<file path="config.mk">
export PLATFORM = sky130hd
export DESIGN_NAME = pwm_bank
export DESIGN_NICKNAME = d
export VERILOG_FILES = /design/src/rtl/pwm_bank_pkg.sv /design/src/rtl/pwm_bank_regs.sv /design/src/rtl/pwm_bank_timebase.sv /design/src/rtl/pwm_bank_channel.sv /design/src/rtl/pwm_bank.sv
export SDC_FILE = /design/constraint.sdc
export NUM_CORES = 1
export LEC_CHECK = 0
export ABC_AREA = 1
export ABC_CLOCK_PERIOD_IN_PS = 9800
export BUFFER_PORTS_ARGS = -buffer_cell sky130_fd_sc_hd__buf_4
export CAP_MARGIN = 10
export CORE_UTILIZATION = 63
export CTS_CLUSTER_DIAMETER = 30
export DETAILED_ROUTE_END_ITERATION = 8
export PLACE_DENSITY = 0.86
export SETUP_SLACK_MARGIN = 0.05
export SYNTH_ARGS = -nofsm -noshare
export SYNTH_HDL_FRONTEND = slang
export SYNTH_SLANG_ARGS = --single-unit
</file>
<file path="constraint.sdc">
create_clock -name clk -period 9.8 [get_ports clk]
set_clock_uncertainty 0.15 [all_clocks]
set_input_delay 1.96 -clock clk [delete_from_list [all_inputs] [get_ports clk]]
set_output_delay 1.96 -clock clk [all_outputs]
set_load 0.005 [all_outputs]
</file>
<file path="src/rtl/pwm_bank_pkg.sv">
package pwm_bank_pkg;
  typedef enum logic [1:0] {
    SRC_OFF = 2'd0,
    SRC_SYS = 2'd1,
    SRC_FIX = 2'd2,
    SRC_EXT = 2'd3
  } src_e;

  localparam int OFF_CFG   = 'h00;
  localparam int OFF_CNT   = 'h04;
  localparam int OFF_LIM   = 'h08;
  localparam int OFF_CH0   = 'h0C;
  localparam int CH_STRIDE = 8;
  localparam int OFF_INIT  = 'h4C;
  localparam int OFF_LVL   = 'h5C;
  localparam int OFF_MASK  = 'h60;
  localparam int OFF_POL   = 'h70;
  localparam int PS_W      = 3;
endpackage

</file>
<file path="src/rtl/pwm_bank_regs.sv">
module pwm_bank_regs
  import pwm_bank_pkg::*;
#(
  parameter int NCH = 8,
  parameter int CW  = 16,
  parameter int AW  = 8,
  parameter int DW  = 32
) (
  input  logic                     clk,
  input  logic                     rst_n,
  input  logic                     wr_en,
  input  logic [AW-1:0]            addr,
  input  logic [DW-1:0]            wdata,
  input  logic [CW-1:0]            cnt_val,
  output logic [1:0]               src,
  output logic [PS_W-1:0]          ps,
  output logic [CW-1:0]            lim_val,
  output logic [CW-1:0]            init_val,
  output logic [NCH-1:0][3:0]      ctl,
  output logic [NCH-1:0][CW-1:0]   cmp,
  output logic [NCH-1:0]           lvl,
  output logic [NCH-1:0]           mask,
  output logic [NCH-1:0]           pol,
  output logic                     cfg_wr,
  output logic                     cnt_wr,
  output logic [DW-1:0]            rdata
);
  localparam int IW     = (NCH > 1) ? $clog2(NCH) : 1;
  localparam int CH_END = OFF_CH0 + CH_STRIDE * NCH;

  logic [AW-1:0] ch_off;
  logic [IW-1:0] ch_idx;
  logic          ch_hit;
  logic          ch_cmp_sel;

  assign ch_off     = addr - AW'(OFF_CH0);
  assign ch_idx     = ch_off[IW+2:3];
  assign ch_cmp_sel = ch_off[2];
  assign ch_hit     = (addr >= AW'(OFF_CH0)) && (addr < AW'(CH_END)) && (addr[1:0] == 2'b00);

  assign cfg_wr = wr_en && (addr == AW'(OFF_CFG));
  assign cnt_wr = wr_en && (addr == AW'(OFF_CNT));

  logic unused_wbits;
  assign unused_wbits = ^wdata[DW-1:CW];

  always_ff @(posedge clk or negedge rst_n) begin
    if (!rst_n) begin
      src      <= '0;
      ps       <= '0;
      lim_val  <= '0;
      init_val <= '0;
      ctl      <= '0;
      cmp      <= '0;
      lvl      <= '0;
      mask     <= '1;
      pol      <= '0;
    end else if (wr_en) begin
      if (cfg_wr) begin
        src <= wdata[4:3];
        ps  <= wdata[2:0];
      end
      if (addr == AW'(OFF_LIM))  lim_val  <= wdata[CW-1:0];
      if (addr == AW'(OFF_INIT)) init_val <= wdata[CW-1:0];
      if (addr == AW'(OFF_LVL))  lvl      <= wdata[NCH-1:0];
      if (addr == AW'(OFF_MASK)) mask     <= wdata[NCH-1:0];
      if (addr == AW'(OFF_POL))  pol      <= wdata[NCH-1:0];
      for (int i = 0; i < NCH; i++) begin
        if (ch_hit && (ch_idx == IW'(i))) begin
          if (ch_cmp_sel) cmp[i] <= wdata[CW-1:0];
          else            ctl[i] <= wdata[5:2];
        end
      end
    end
  end

  always_comb begin
    rdata = '0;
    if (addr == AW'(OFF_CFG))       rdata = DW'({src, ps});
    else if (addr == AW'(OFF_CNT))  rdata = DW'(cnt_val);
    else if (addr == AW'(OFF_LIM))  rdata = DW'(lim_val);
    else if (addr == AW'(OFF_INIT)) rdata = DW'(init_val);
    else if (addr == AW'(OFF_LVL))  rdata = DW'(lvl);
    else if (addr == AW'(OFF_MASK)) rdata = DW'(mask);
    else if (addr == AW'(OFF_POL))  rdata = DW'(pol);
    else if (ch_hit) begin
      if (ch_cmp_sel) rdata = DW'(cmp[ch_idx]);
      else            rdata = DW'({ctl[ch_idx], 2'b00});
    end
  end
endmodule

</file>
<file path="src/rtl/pwm_bank_timebase.sv">
module pwm_bank_timebase
  import pwm_bank_pkg::*;
#(
  parameter int CW = 16
) (
  input  logic            clk,
  input  logic            rst_n,
  input  logic [1:0]      src,
  input  logic [PS_W-1:0] ps,
  input  logic            tick_fix,
  input  logic            tick_ext,
  input  logic            cfg_wr,
  input  logic            cnt_wr,
  input  logic [CW-1:0]   lim_val,
  input  logic [CW-1:0]   init_val,
  output logic            tick,
  output logic [CW-1:0]   cnt
);
  localparam int PCW = (1 << PS_W) - 1;

  logic           src_en;
  logic [PCW-1:0] pre_q, pre_d, pre_lim;
  logic [CW-1:0]  cnt_d;

  always_comb begin
    case (src_e'(src))
      SRC_SYS: src_en = 1'b1;
      SRC_FIX: src_en = tick_fix;
      SRC_EXT: src_en = tick_ext;
      default: src_en = 1'b0;
    endcase
  end

  assign pre_lim = ~({PCW{1'b1}} << ps);
  assign tick    = src_en && (pre_q == pre_lim);

  always_comb begin
    pre_d = pre_q;
    if (cfg_wr)      pre_d = '0;
    else if (tick)   pre_d = '0;
    else if (src_en) pre_d = pre_q + 1'b1;
  end

  always_comb begin
    cnt_d = cnt;
    if (cnt_wr)                cnt_d = init_val;
    else if (tick) begin
      if (cnt >= lim_val)      cnt_d = init_val;
      else                     cnt_d = cnt + 1'b1;
    end
  end

  always_ff @(posedge clk or negedge rst_n) begin
    if (!rst_n) begin
      pre_q <= '0;
      cnt   <= '0;
    end else begin
      pre_q <= pre_d;
      cnt   <= cnt_d;
    end
  end
endmodule

</file>
<file path="src/rtl/pwm_bank_channel.sv">
module pwm_bank_channel #(
  parameter int CW = 16
) (
  input  logic [CW-1:0] cnt,
  input  logic [CW-1:0] cmp,
  input  logic [3:0]    ctl,
  input  logic          lvl,
  input  logic          mask,
  input  logic          pol,
  output logic          out
);
  logic edge_mode;
  logic raw;

  assign edge_mode = (ctl[3:2] == 2'b10) && ctl[1];
  assign raw       = edge_mode ? (cnt < cmp) : lvl;
  assign out       = (raw & ~mask) ^ pol;

  logic unused_ctl;
  assign unused_ctl = ctl[0];
endmodule

</file>
<file path="src/rtl/pwm_bank.sv">
module pwm_bank
  import pwm_bank_pkg::*;
#(
  parameter int NCH = 8,
  parameter int CW  = 16,
  parameter int AW  = 8,
  parameter int DW  = 32
) (
  input  logic           clk,
  input  logic           rst_n,
  input  logic           bus_wr,
  input  logic [AW-1:0]  bus_addr,
  input  logic [DW-1:0]  bus_wdata,
  output logic [DW-1:0]  bus_rdata,
  input  logic           tick_fix,
  input  logic           tick_ext,
  output logic [NCH-1:0] pwm_out
);
  logic [1:0]             rst_pipe;
  logic                   rst_s_n;
  logic [1:0]             src;
  logic [PS_W-1:0]        ps;
  logic [CW-1:0]          lim_val, init_val, cnt;
  logic [NCH-1:0][3:0]    ctl;
  logic [NCH-1:0][CW-1:0] cmp;
  logic [NCH-1:0]         lvl, mask, pol;
  logic                   cfg_wr, cnt_wr, tick;

  always_ff @(posedge clk or negedge rst_n) begin
    if (!rst_n) rst_pipe <= '0;
    else        rst_pipe <= {rst_pipe[0], 1'b1};
  end
  assign rst_s_n = rst_pipe[1];

  pwm_bank_regs #(.NCH(NCH), .CW(CW), .AW(AW), .DW(DW)) u_regs (
    .clk(clk), .rst_n(rst_s_n), .wr_en(bus_wr), .addr(bus_addr), .wdata(bus_wdata),
    .cnt_val(cnt), .src(src), .ps(ps), .lim_val(lim_val), .init_val(init_val),
    .ctl(ctl), .cmp(cmp), .lvl(lvl), .mask(mask), .pol(pol),
    .cfg_wr(cfg_wr), .cnt_wr(cnt_wr), .rdata(bus_rdata)
  );

  pwm_bank_timebase #(.CW(CW)) u_time (
    .clk(clk), .rst_n(rst_s_n), .src(src), .ps(ps), .tick_fix(tick_fix),
    .tick_ext(tick_ext), .cfg_wr(cfg_wr), .cnt_wr(cnt_wr), .lim_val(lim_val),
    .init_val(init_val), .tick(tick), .cnt(cnt)
  );

  for (genvar g = 0; g < NCH; g++) begin : g_ch
    pwm_bank_channel #(.CW(CW)) u_ch (
      .cnt(cnt), .cmp(cmp[g]), .ctl(ctl[g]), .lvl(lvl[g]),
      .mask(mask[g]), .pol(pol[g]), .out(pwm_out[g])
    );
  end
endmodule

</file>
==> run summary <==
The final period utilization came out at 70.1%. After detailed routing, the average wire length per cell comes to 18.5 um. The area enclosed by the die boundary came out at 26600 um2. The weighted congestion at the end of routability-driven global placement is 0.938.

Traced cell by cell, the critical path runs through buf_4 > inv_1 > ha_2 > inv_2 > nor2_4 > inv_2 > o22ai_1 > o21ai_0 > nand3_1 > nand2_1 > nand2_1 > a21oi_1 > buf_4. In this run the deepest clock path goes through 3 buffers. For the worst-skew pair, the clock arrives at the later sink with an insertion delay of 0.55 ns. The area inside the core boundary is 25300 um2. The number of warnings issued by yosys is 0. The routed wire length came out at 48.4 mm. The count of endpoints failing setup in the final report came out at 0. The critical path's top delay family is buffers and inverters.

The upper clock frequency limit is 146 MHz. Power spread over the standard cell area amounts to 197 nW/um2. Of the total synthesized cell area, the portion taken by XOR and XNOR cells is 1.40%. In this run the remaining antenna-violating nets after routing total 0. The via count of the first global-routing pass came out at 15342. The largest area contributor in the netlist is sky130_fd_sc_hd__dfrtp_1.

For this run, the post-layout net count is 2436. The kind of critical path is input port to output pin. The mean area per synthesized cell came out at 7.30 um2. The tree built by TritonCTS fans out to 246 sinks. In the synthesized netlist, mux cells make up 0% of the area.

The count of hold-fix buffers inserted at cts is 0. The static leakage is 9.13 nW. Ranked by total cell area, the synthesized netlist is headed by sky130_fd_sc_hd__dfrtp_1, sky130_fd_sc_hd__nand2_1, sky130_fd_sc_hd__ha_1, sky130_fd_sc_hd__inv_1, sky130_fd_sc_hd__o21ai_0.

The post-synthesis adder-cell area fraction is 10.9%. After Yosys synthesis, and, or, nand and nor cells account for 25.5% of the synthesized area. The critical path's largest stage delay came out at 0.45 ns.

The area growth from synthesis to layout is 12.7%. Counting flops and latches in the post-synthesis netlist gives 246. The area fraction in compound gates after synthesis came out at 14.4%. The number of buffers added for setup after CTS is 0.

The CTS root buffer is sky130_fd_sc_hd__clkbuf_16. The cell row count came out at 58. The tightest slew margin relative to the limit is 18.4%. The number of standard cells after synthesis is 2235. In this run the worst hold path is classified as flip-flop to asynchronous set/reset pin. The highest-delay cell along the critical path is sky130_fd_sc_hd__inv_2. The launching element of the worst setup path is bus_addr[2]. The total number of H-tree levels came out at 2.

In the post-synthesis netlist, the cell with the most instances is sky130_fd_sc_hd__nand2_1. The via-per-instance ratio came out at 6.04. Together, buffers and inverters on the worst path number 5. IR analysis of the VDD net gives a maximum drop of 0.155 mV.

The first-pass GRT wire length is 77.1 mm. The multi-input combinational cell area is 8590 um2. The x dimension of the die is 163 um.

The initial standard-cell utilization of the core came out at 64.4%. In the synthesized netlist the dominant register cell turns out to be sky130_fd_sc_hd__dfrtp_1. The fraction of final layout cells sized beyond drive strength 1 came out at 8.99%.

The biggest fanout along the worst timing path came out at 25. In the synthesized netlist, the cells that appear most often are sky130_fd_sc_hd__nand2_1, sky130_fd_sc_hd__inv_1, sky130_fd_sc_hd__dfrtp_1, sky130_fd_sc_hd__o21ai_0, sky130_fd_sc_hd__ha_1. Setup repair after global routing left no endpoint under its margin. The final period demand of the worst path is 6.87 ns. The synthesized design contains 0 enable-type register cells. The y dimension of the die came out at 163 um. The top cell type's share of synthesized area is 36.5%. STA classifies the critical path endpoint as an output pin. The number of DRC markers after the initial detailed-route iteration is 2060. The number of vias in the routed layout came out at 15843. The clock edge transition at the registers on the reported setup and hold paths is 0.05 ns. The global-route usage over all layers is 37.1%.

After routing the design area is 18400 um2. In this run the worst setup path terminates at bus_rdata[10]. The worst register-to-register path ends at u_time.cnt[14]. Summing all placed instances gives a cell area of 16600 um2.

The worst reg-to-reg path cell count is 11. The flow ran to the end, and the final reports show no timing, DRC or antenna violations. The total overflow left after global routing is 0. 0 antenna diodes ended up in the layout. The number of antenna violations at the first check in global routing was 1. Once detailed placement completed, the half-perimeter wirelength came to 32.1 mm. The final count of pins violating max slew is 0. The post-synthesis sequential area ratio came out at 37.8%. During placement, the flow inserted port buffers numbering 52. The origin of the critical flop-to-flop path is u_time.cnt[9]. The number of iterations in the first detailed-routing pass is 6. The data arrival time of the critical path came out at 4.76 ns. TritonCTS built the clock tree. The number of distinct library cells after synthesis came out at 43. The number of hold violations in the final report is 0. Prior to clock tree synthesis, the placed netlist has a worst setup slack of 3.03 ns. The worst setup path is launched from an input port. The final-layout fill cell count is 1913. The worst register-to-register path has a setup slack of 6.39 ns.

The I/O pin count is 85. The cell area that synthesis handed to floorplanning was 16300 um2. The slew at the pin closest to its max-slew limit is 1.22 ns. The instance count on the critical path came out at 13. Once the clock tree was built, the resizer swapped 0 gates to a different size. The number of remaining DRC errors is 0. The number of maximum-capacitance violations came out at 0. Registers take 6170 um2. The required time of the worst setup path came out at 7.69 ns. The fraction of synthesis flops using an asynchronous set or reset pin is 100%.

Entering global routing, the biggest net connects 77 pins. Adding up every negative setup slack in the final design gives 0 ns. Clock tree synthesis inserted a total of 51 buffers. The setup slack after layout is 2.93 ns. The main combinational cell family by area after synthesis is simple AND/OR/NAND/NOR gates.
-- logic make-up after synthesis --
| logic type | after synthesis |
|---|---|
| AO/OA/AOI/OAI | 453 |
| XOR/XNOR | 26 |
| adder cells (fa/ha/maj) | 142 |
| buffers and inverters | 371 |
| flip-flops | 246 |
| other | 2 |
| AND/OR/NAND/NOR | 995 |
-- how the worst min path moves through the flow --
stage,cells after the start,startpoint,slack (ns),to
after floorplan,0,rst_pipe[0],0.18,rst_pipe[1]
final,0,rst_pipe[1],0.17,u_regs.ctl[31]
after global routing,0,rst_pipe[0],0.21,rst_pipe[1]
after detailed placement,0,rst_pipe[0],0.19,rst_pipe[1]
after global placement,0,rst_pipe[1],0.19,u_regs.ctl[29]
after CTS,0,rst_pipe[1],0.19,u_regs.cmp[114]
-- cell usage in the layout (no fill, tap or decap), types with 27 or more instances in the layout --
cell type | netlist | final
sky130_fd_sc_hd__buf_4 | 32 | 57
sky130_fd_sc_hd__o21ai_0 | 176 | 176
sky130_fd_sc_hd__clkbuf_16 | 0 | 53
sky130_fd_sc_hd__nand3_1 | 75 | 75
sky130_fd_sc_hd__ha_1 | 142 | 141
sky130_fd_sc_hd__inv_1 | 245 | 245
sky130_fd_sc_hd__nand4_1 | 27 | 27
sky130_fd_sc_hd__dfrtp_1 | 238 | 237
sky130_fd_sc_hd__o21ai_1 | 117 | 117
sky130_fd_sc_hd__a21oi_1 | 126 | 126
sky130_fd_sc_hd__nand2_1 | 775 | 775
sky130_fd_sc_hd__nor2_1 | 52 | 52
-- stage by stage --
| stage | utilization [%] | cells | hold WS, ns | power (mW) |
|---|---|---|---|---|
| 2_1_floorplan | - | 2250 | 0.181 | 1.61 |
| 3_3_place_gp | 65.5 | 2526 | 0.186 | 1.76 |
| 3_5_place_dp | 65.5 | 2526 | 0.192 | 1.79 |
| 4_1_cts | 72.6 | 2621 | 0.188 | 3.60 |
| 5_1_grt | 72.6 | 2621 | 0.214 | 3.76 |
| 6_report | 72.6 | 2621 | 0.169 | 3.62 |
-- final cells by class --
class	instances	share of cell area, %
Multi-Input combinational cell	1633	46.7
Inverter	260	5.30
Sequential cell	246	33.5
Tap cell	330	2.24
Clock buffer	70	8.05
Clock inverter	25	1.83
Timing Repair Buffer	57	2.33
-- power breakdown --
part	total [mW]	switching [mW]	internal (mW)	leakage, nW
Clock	1.81	0.570	1.24	0.885
Combinational	0.648	0.446	0.202	4.89
Sequential	1.17	0.0731	1.09	3.35
Total	3.62	1.09	2.53	9.13
-- sequential cells by signal, indices dropped and copies added, names as in the netlist --
register and cells:
rst_pipe 2, u_regs.cmp 128, u_regs.ctl 32, u_regs.init_val 16
u_regs.lim_val 16, u_regs.lvl 8, u_regs.mask 8, u_regs.pol 8
u_regs.ps 3, u_regs.src 2, u_time.cnt 16, u_time.pre_q 7
-- per-layer routing --
metal	vias to the layer above	part of all wire [%]	global-route usage [%]
met5	-	0	0
met4	0	5.5	22.2
met3	209	9.7	7.41
met2	890	46	59.4
met1	7491	39	46.4
li1	7253	-	-
Power figures use the tool's default switching activity.
